$ cat src/rtl/spu_pkg.sv
package spu_pkg;

   typedef enum logic [1:0] {
      ST_LOAD  = 2'd0,
      ST_RUN   = 2'd1,
      ST_DRAIN = 2'd2,
      ST_DONE  = 2'd3
   } spu_state_t;

   function automatic int safe_clog2(input int v);
      return (v > 1) ? $clog2(v) : 1;
   endfunction

endpackage

$ cat src/rtl/spu_input_bank.sv
module spu_input_bank #(
   parameter int Q  = 4,
   parameter int B  = 4,
   parameter int DW = 16,
   parameter int KW = 2
) (
   input  logic            clk,
   input  logic            wen,
   input  logic [KW-1:0]   widx,
   input  logic [Q*DW-1:0] wdata,
   input  logic            ren,
   input  logic [KW-1:0]   ridx,
   output logic [Q*DW-1:0] rdata
);

   for (genvar r = 0; r < Q; r++) begin : g_lane
      logic [DW-1:0] cells [B];
      logic [DW-1:0] rd_q;

      always_ff @(posedge clk) begin
         if (wen) cells[widx] <= wdata[r*DW +: DW];
         if (ren) rd_q <= cells[ridx];
      end

      assign rdata[r*DW +: DW] = rd_q;
   end

endmodule

$ cat src/rtl/spu_weight_ram.sv
module spu_weight_ram #(
   parameter int WIDTH = 64,
   parameter int DEPTH = 16,
   parameter int AW    = 4
) (
   input  logic             clk,
   input  logic             we,
   input  logic [AW-1:0]    waddr,
   input  logic [WIDTH-1:0] wdata,
   input  logic             re,
   input  logic [AW-1:0]    raddr,
   output logic [WIDTH-1:0] rdata
);

   logic [WIDTH-1:0] store [DEPTH];

   always_ff @(posedge clk) begin
      if (we) store[waddr] <= wdata;
      if (re) rdata <= store[raddr];
   end

endmodule

$ cat src/rtl/spu_dot_seg.sv
module spu_dot_seg #(
   parameter int Q            = 4,
   parameter int DW           = 16,
   parameter int ACCW         = 37,
   parameter int TW           = 4,
   parameter bit REG_PRODUCTS = 1'b1
) (
   input  logic                   clk,
   input  logic                   rst_n,
   input  logic                   en,
   input  logic                   in_v,
   input  logic [TW-1:0]          in_tag,
   input  logic [Q*DW-1:0]        x_seg,
   input  logic [Q*DW-1:0]        w_seg,
   output logic                   out_v,
   output logic [TW-1:0]          out_tag,
   output logic signed [ACCW-1:0] out_sum
);

   localparam int PW = 2 * DW;
   localparam int QP = 1 << $clog2(Q);

   logic signed [PW-1:0]   prod_c [Q];
   logic signed [PW-1:0]   prod_m [Q];
   logic                   m_v;
   logic [TW-1:0]          m_tag;
   logic signed [ACCW-1:0] node [2*QP-1];

   for (genvar r = 0; r < Q; r++) begin : g_mul
      assign prod_c[r] = $signed(x_seg[r*DW +: DW]) * $signed(w_seg[r*DW +: DW]);
   end

   if (REG_PRODUCTS) begin : g_preg
      always_ff @(posedge clk) begin
         if (!rst_n) begin
            m_v <= 1'b0;
         end else if (en) begin
            m_v <= in_v;
         end
      end
      always_ff @(posedge clk) begin
         if (en) begin
            m_tag <= in_tag;
            for (int r = 0; r < Q; r++) prod_m[r] <= prod_c[r];
         end
      end
   end else begin : g_pcomb
      assign m_v   = in_v;
      assign m_tag = in_tag;
      for (genvar r = 0; r < Q; r++) begin : g_pass
         assign prod_m[r] = prod_c[r];
      end
   end

   for (genvar l = 0; l < QP; l++) begin : g_leaf
      if (l < Q) begin : g_used
         assign node[QP-1+l] = {{(ACCW-PW){prod_m[l][PW-1]}}, prod_m[l]};
      end else begin : g_pad
         assign node[QP-1+l] = '0;
      end
   end

   for (genvar n = 0; n < QP - 1; n++) begin : g_tree
      assign node[n] = node[2*n+1] + node[2*n+2];
   end

   always_ff @(posedge clk) begin
      if (!rst_n) begin
         out_v <= 1'b0;
      end else if (en) begin
         out_v <= m_v;
      end
   end

   always_ff @(posedge clk) begin
      if (en) begin
         out_tag <= m_tag;
         out_sum <= node[0];
      end
   end

endmodule

$ cat src/rtl/seg_proj_unit.sv
module seg_proj_unit
   import spu_pkg::*;
#(
   parameter int Q            = 4,
   parameter int B            = 4,
   parameter int P            = 4,
   parameter int DW           = 16,
   parameter int YW           = 16,
   parameter int FRAC         = 12,
   parameter bit REG_PRODUCTS = 1'b1,
   localparam int JW          = safe_clog2(P),
   localparam int KW          = safe_clog2(B)
) (
   input  logic            clk,
   input  logic            rst_n,
   input  logic            ld_valid,
   output logic            ld_ready,
   input  logic [Q*DW-1:0] ld_data,
   input  logic            wr_en,
   input  logic [JW-1:0]   wr_neuron,
   input  logic [KW-1:0]   wr_seg,
   input  logic [Q*DW-1:0] wr_data,
   output logic            y_valid,
   input  logic            y_ready,
   output logic [YW-1:0]   y_data,
   output logic [JW-1:0]   y_neuron,
   output logic            done,
   input  logic            iter_done
);

   localparam int LANEW = Q * DW;
   localparam int DEPTH = P * B;
   localparam int AW    = safe_clog2(DEPTH);
   localparam int ACCW  = 2 * DW + $clog2(Q * B) + 1;
   localparam int TW    = JW + 2;
   localparam logic signed [ACCW:0] HALF = (ACCW+1)'(1) << (FRAC - 1);
   localparam logic signed [ACCW:0] YMAX = (ACCW+1)'((64'sd1 <<< (YW - 1)) - 64'sd1);
   localparam logic signed [ACCW:0] YMIN = -YMAX - (ACCW+1)'(1);

   if (Q < 1 || B < 1 || P < 1) begin : g_bad_dims
      $error("seg_proj_unit: Q, B and P must all be at least 1");
   end
   if (DW < 2 || YW < 2 || YW > 32) begin : g_bad_width
      $error("seg_proj_unit: DW must be >= 2 and YW within 2..32");
   end
   if (FRAC < 1 || FRAC + YW > ACCW) begin : g_bad_frac
      $error("seg_proj_unit: FRAC must be >= 1 and leave room for YW in the accumulator");
   end

   spu_state_t             state;
   logic [KW-1:0]          ld_cnt;
   logic [JW-1:0]          j_cnt;
   logic [KW-1:0]          k_cnt;
   logic                   ld_fire;
   logic                   issue;
   logic                   adv;
   logic                   wr_ok;
   logic [AW-1:0]          wr_addr;
   logic [AW-1:0]          rd_addr;
   logic                   rd_v;
   logic [TW-1:0]          rd_tag;
   logic [LANEW-1:0]       x_seg;
   logic [LANEW-1:0]       w_seg;
   logic                   s_v;
   logic [TW-1:0]          s_tag;
   logic signed [ACCW-1:0] s_sum;
   logic                   s_first;
   logic                   s_last;
   logic [JW-1:0]          s_j;
   logic signed [ACCW-1:0] acc;
   logic signed [ACCW-1:0] acc_nx;
   logic signed [ACCW:0]   rnd;
   logic signed [ACCW:0]   shf;
   logic [YW-1:0]          y_nx;
   logic                   last_taken;

   assign ld_ready = (state == ST_LOAD);
   assign done     = (state == ST_DONE);
   assign ld_fire  = ld_valid && ld_ready;
   assign issue    = (state == ST_RUN);

   assign wr_ok   = wr_en && (int'(wr_neuron) < P) && (int'(wr_seg) < B);
   assign wr_addr = AW'(int'(wr_neuron) * B + int'(wr_seg));
   assign rd_addr = AW'(int'(j_cnt) * B + int'(k_cnt));

   spu_input_bank #(.Q(Q), .B(B), .DW(DW), .KW(KW)) u_bank (
      .clk   (clk),
      .wen   (ld_fire),
      .widx  (ld_cnt),
      .wdata (ld_data),
      .ren   (adv),
      .ridx  (k_cnt),
      .rdata (x_seg)
   );

   spu_weight_ram #(.WIDTH(LANEW), .DEPTH(DEPTH), .AW(AW)) u_wram (
      .clk   (clk),
      .we    (wr_ok),
      .waddr (wr_addr),
      .wdata (wr_data),
      .re    (adv),
      .raddr (rd_addr),
      .rdata (w_seg)
   );

   always_ff @(posedge clk) begin
      if (!rst_n) begin
         rd_v   <= 1'b0;
         rd_tag <= '0;
      end else if (adv) begin
         rd_v   <= issue;
         rd_tag <= {k_cnt == '0, k_cnt == KW'(B - 1), j_cnt};
      end
   end

   spu_dot_seg #(
      .Q(Q), .DW(DW), .ACCW(ACCW), .TW(TW), .REG_PRODUCTS(REG_PRODUCTS)
   ) u_dot (
      .clk     (clk),
      .rst_n   (rst_n),
      .en      (adv),
      .in_v    (rd_v),
      .in_tag  (rd_tag),
      .x_seg   (x_seg),
      .w_seg   (w_seg),
      .out_v   (s_v),
      .out_tag (s_tag),
      .out_sum (s_sum)
   );

   assign s_first = s_tag[TW-1];
   assign s_last  = s_tag[TW-2];
   assign s_j     = s_tag[JW-1:0];

   // The whole pipeline freezes only when a finished result meets an untaken one.
   assign adv = !(s_v && s_last && y_valid && !y_ready);

   always_comb begin
      acc_nx = (s_first ? '0 : acc) + s_sum;
      rnd    = $signed({acc_nx[ACCW-1], acc_nx}) + HALF;
      shf    = rnd >>> FRAC;
      if (shf > YMAX)      y_nx = YMAX[YW-1:0];
      else if (shf < YMIN) y_nx = YMIN[YW-1:0];
      else                 y_nx = shf[YW-1:0];
   end

   always_ff @(posedge clk) begin
      if (!rst_n) begin
         acc      <= '0;
         y_valid  <= 1'b0;
         y_data   <= '0;
         y_neuron <= '0;
      end else begin
         if (adv && s_v) acc <= acc_nx;
         if (adv && s_v && s_last) begin
            y_valid  <= 1'b1;
            y_data   <= y_nx;
            y_neuron <= s_j;
         end else if (y_valid && y_ready) begin
            y_valid <= 1'b0;
         end
      end
   end

   assign last_taken = y_valid && y_ready && (y_neuron == JW'(P - 1));

   always_ff @(posedge clk) begin
      if (!rst_n) begin
         state  <= ST_LOAD;
         ld_cnt <= '0;
         j_cnt  <= '0;
         k_cnt  <= '0;
      end else begin
         case (state)
            ST_LOAD: begin
               if (ld_fire) begin
                  if (ld_cnt == KW'(B - 1)) begin
                     ld_cnt <= '0;
                     j_cnt  <= '0;
                     k_cnt  <= '0;
                     state  <= ST_RUN;
                  end else begin
                     ld_cnt <= ld_cnt + 1'b1;
                  end
               end
            end
            ST_RUN: begin
               if (adv) begin
                  if (k_cnt == KW'(B - 1)) begin
                     k_cnt <= '0;
                     if (j_cnt == JW'(P - 1)) state <= ST_DRAIN;
                     else                     j_cnt <= j_cnt + 1'b1;
                  end else begin
                     k_cnt <= k_cnt + 1'b1;
                  end
               end
            end
            ST_DRAIN: begin
               if (last_taken) state <= ST_DONE;
            end
            default: begin
               if (iter_done) state <= ST_LOAD;
            end
         endcase
      end
   end

endmodule

$ cat config.mk
export PLATFORM = sky130hd
export DESIGN_NAME = seg_proj_unit
export DESIGN_NICKNAME = d
export VERILOG_FILES = /design/src/rtl/spu_pkg.sv /design/src/rtl/spu_input_bank.sv /design/src/rtl/spu_weight_ram.sv /design/src/rtl/spu_dot_seg.sv /design/src/rtl/seg_proj_unit.sv
export SDC_FILE = /design/constraint.sdc
export NUM_CORES = 2
export LEC_CHECK = 0
export BUFFER_PORTS_ARGS = -buffer_cell sky130_fd_sc_hd__buf_2
export CORE_MARGIN = 3
export CORE_UTILIZATION = 50
export DETAILED_ROUTE_END_ITERATION = 8
export HOLD_SLACK_MARGIN = 0.1
export PLACE_DENSITY_LB_ADDON = 0.12
export REMOVE_ABC_BUFFERS = 1
export SETUP_SLACK_MARGIN = 0.02
export SLEW_MARGIN = 20
export SYNTH_ARGS = -nofsm -noshare
export SYNTH_HDL_FRONTEND = slang
export SYNTH_HIERARCHICAL = 1
export SYNTH_SLANG_ARGS = --single-unit
$ cat constraint.sdc
create_clock -name clk -period 14.7 [get_ports clk]
set_input_delay 1.47 -clock clk [delete_from_list [all_inputs] [get_ports clk]]
set_output_delay 1.47 -clock clk [all_outputs]
set_load 0.01 [all_outputs]
==> results_dict.tcl <==
set metrics [dict create \
    status "completed" \
    fin_util_pct 55.1 \
    grt_start_max_net_pins 114 \
    stdcell_count 11100 \
    first_pass_iters 6 \
    cts_max_path_buffers 3 \
    ant_nets 0 \
    synth_cells 7974 \
    ys_ff_latch 1652 \
    grt_pass1_wl_mm 394 \
    vias_per_cell 5.63 \
    cap_violations 0 \
    synth_flop_cell "edfxtp_1" \
    maxSlewHeadroom_pct 29.7 \
    post_cts_buffers 0 \
    fmax_mhz 142 \
    grt_use_total_pct 23.8 \
    area_growth_pct 8.81 \
    num-fill-cells 17300 \
    cp_max_fo 16 \
    wirelength_mm 253 \
    most-common-layout-cells "edfxtp_1 (1,581), inv_1 (1,184), fa_1 (1,052), nand2_1 (739), and2_1 (532)" \
    routedWlPerCell_um 22.9 \
    ys_warn_count 6 \
    drc 0 \
    die_width_um 468 \
    crit_path_end_kind "register" \
    row_count 168 \
    grt_pass1_vias 65900 \
    tns_ns 0 \
    final_common_cell "edfxtp_1" \
    cts_tree "built" \
    crit_required_ns 15.28 \
    numCtsBuffers 176 \
    post-route-period-util_pct 48.0 \
    nets 9759 \
    dp_hpwl_mm 173 \
    num_vias 62200 \
    ys_seq_area_share_pct 45.8 \
    io_pins 159 \
    netlist-cell-type-count 111 \
    clk_pin_slew_worst_paths_ns 0.06 \
    worst_setup_path_start_kind "register" \
    cts_resized 0 \
    arrival_ns 7.63 \
    rsz0062_at_grt "false" \
    synth.avg_cell_area_um2 13.4 \
    netlist_area_um2 107000 \
    initial_core_util_pct 50.6 \
    worst_pin_slew_ns 1.05 \
    numPortBuffers 158 \
    finalSetupViolCount 0 \
    dp.cells 10700 \
    die_h_um 468 \
    drv_slew 0 \
    worstSetupPathType "reg2reg" \
    min_path_type "reg2reg" \
    gp_congestion 0.893 \
    overflow 0 \
    synth_edf_count 1581 \
    clock_latency_ns 0.85 \
    skew_ns 0.0711 \
    cts_root_buffer "clkbuf_16" \
    dieArea_um2 219000 \
    clkSinkCount 1652 \
    async_flop_share_pct 0 \
    drive_gt1_share_pct 10.8 \
    min_period_ns 7.05 \
    core_um2 211000 \
    final_hold_viol_count 0 \
    h-tree-depth 4 \
    hold_buffers 0 \
    drt-initial-drc-count 4960 \
    antenna_found_initial 33 \
]
==> critical path: stages (launching register included) <==
cell and delay, ns:
edfxtp_1 0.83, nand2_1 0.17, fa_1 0.57, inv_1 0.05, fa_1 0.55, inv_1 0.07, fa_1 0.53, inv_1 0.05
fa_1 0.46, fa_1 0.49, inv_1 0.05, fa_1 0.47, inv_1 0.04, ha_1 0.36, nand3_1 0.17, nor2_1 0.12
nand3_1 0.08, nor3_1 0.39, o32a_1 0.43, a21o_1 0.20, nand4_1 0.15, a31oi_1 0.21, xor2_1 0.32
==> layer usage <==
layer	wire length, µm	global-route usage [%]	share of wire (%)
met3	15600	4.50	6.2
met1	109000	33.3	43
met5	213	0	0.084
met2	122000	38.8	48
met4	6110	5.86	2.4
==> per-stage QoR <==
step	setup WS, ns	hold slack (ns)	cell area (µm²)
floorplan	-0.101	0.400	105000
global placement	7.83	0.406	110000
detailed placement	7.77	0.409	110000
CTS	7.76	0.415	116000
global route	7.28	0.421	116000
finish	7.65	0.408	116000
==> flip-flops by register name (all words and copies together) (netlist names), 2 cells and up <==
register             count
rd_tag                   4
acc                     37
y_data                  16
u_wram/store          1024
u_dot/out_sum           37
u_bank/g_lane.rd_q      64
j_cnt                    2
u_bank/g_lane.cells    256
u_dot/out_tag            4
u_dot/m_tag              4
u_dot/prod_m           128
k_cnt                    2
u_wram/rdata            64
state                    2
y_neuron                 2
ld_cnt                   2
==> cell usage after synthesis, types with 10 or more instances <==
cell | instances | area, µm²
a21oi_1 | 205 | 1030
clkbuf_1 | 199 | 747
dfxtp_1 | 71 | 1420
ha_1 | 470 | 5880
buf_6 | 17 | 191
a31o_2 | 11 | 96.3
inv_1 | 1184 | 4440
nand2b_1 | 58 | 363
and2_1 | 533 | 3330
a21boi_0 | 43 | 323
a21o_1 | 101 | 758
buf_1 | 16 | 60.1
o21ai_1 | 11 | 55.1
a211o_1 | 13 | 114
a22oi_1 | 131 | 983
o21a_1 | 36 | 270
xor2_1 | 71 | 622
xnor2_1 | 200 | 1750
or3_1 | 14 | 87.6
a31oi_1 | 21 | 131
and3_1 | 17 | 106
o21ai_0 | 139 | 696
a211oi_1 | 27 | 203
nand2_1 | 739 | 2770
fa_1 | 1052 | 21100
nor2_1 | 201 | 754
or2_2 | 13 | 81.3
o31ai_1 | 16 | 120
o21bai_1 | 41 | 308
nor4_1 | 12 | 75.1
nor3_1 | 48 | 240
edfxtp_1 | 1581 | 47500
buf_2 | 27 | 135
o211ai_1 | 27 | 203
nand3_1 | 36 | 180
nand4_1 | 27 | 169
mux4_2 | 316 | 7120
nor2b_1 | 64 | 400
o22ai_1 | 10 | 62.6
==> logic make-up (layout without fill, tap and decap cells) <==
| family | count (synthesis) | count (layout) | share of synthesized area, % |
|---|---|---|---|
| AND/OR/NAND/NOR | 1809 | 1809 | 8.44 |
| flip-flops | 1652 | 1652 | 45.8 |
| adder cells (fa/ha/maj) | 1522 | 1522 | 25.2 |
| buffers and inverters | 1457 | 1726 | 5.39 |
| AO/OA/AOI/OAI | 933 | 933 | 6.02 |
| multiplexers | 328 | 328 | 6.84 |
| XOR/XNOR | 273 | 273 | 2.25 |
| other | 0 | 6 | 0 |
==> cell type report <==
type | count | area [µm²] | area share, %
clock buffers | 206 | 4550 | 3.91
inverters | 1185 | 4460 | 3.84
multi-input cells | 4865 | 52200 | 45.0
diodes | 6 | 15.0 | 0.0129
flip-flops and latches | 1652 | 48900 | 42.1
clock inverters | 116 | 1170 | 1.01
repair buffers | 219 | 1300 | 1.12
well taps | 2805 | 3510 | 3.02
==> final timing paths <==
path / startpoint / to / slack, ns / cells past startpoint
hold / removal: rd_tag[1] / u_dot/m_tag[1] / 0.41 / 0
setup / recovery: u_wram/rdata[55] / u_dot/prod_m[3][24] / 7.65 / 22
hold reg to reg: rd_tag[1] / u_dot/m_tag[1] / 0.41 / 0
setup reg to reg: u_wram/rdata[55] / u_dot/prod_m[3][24] / 7.65 / 22
Power is left out: the tool's default activity adds up to more than one toggle a clock period on the data nets, which glitch-free logic cannot reach.
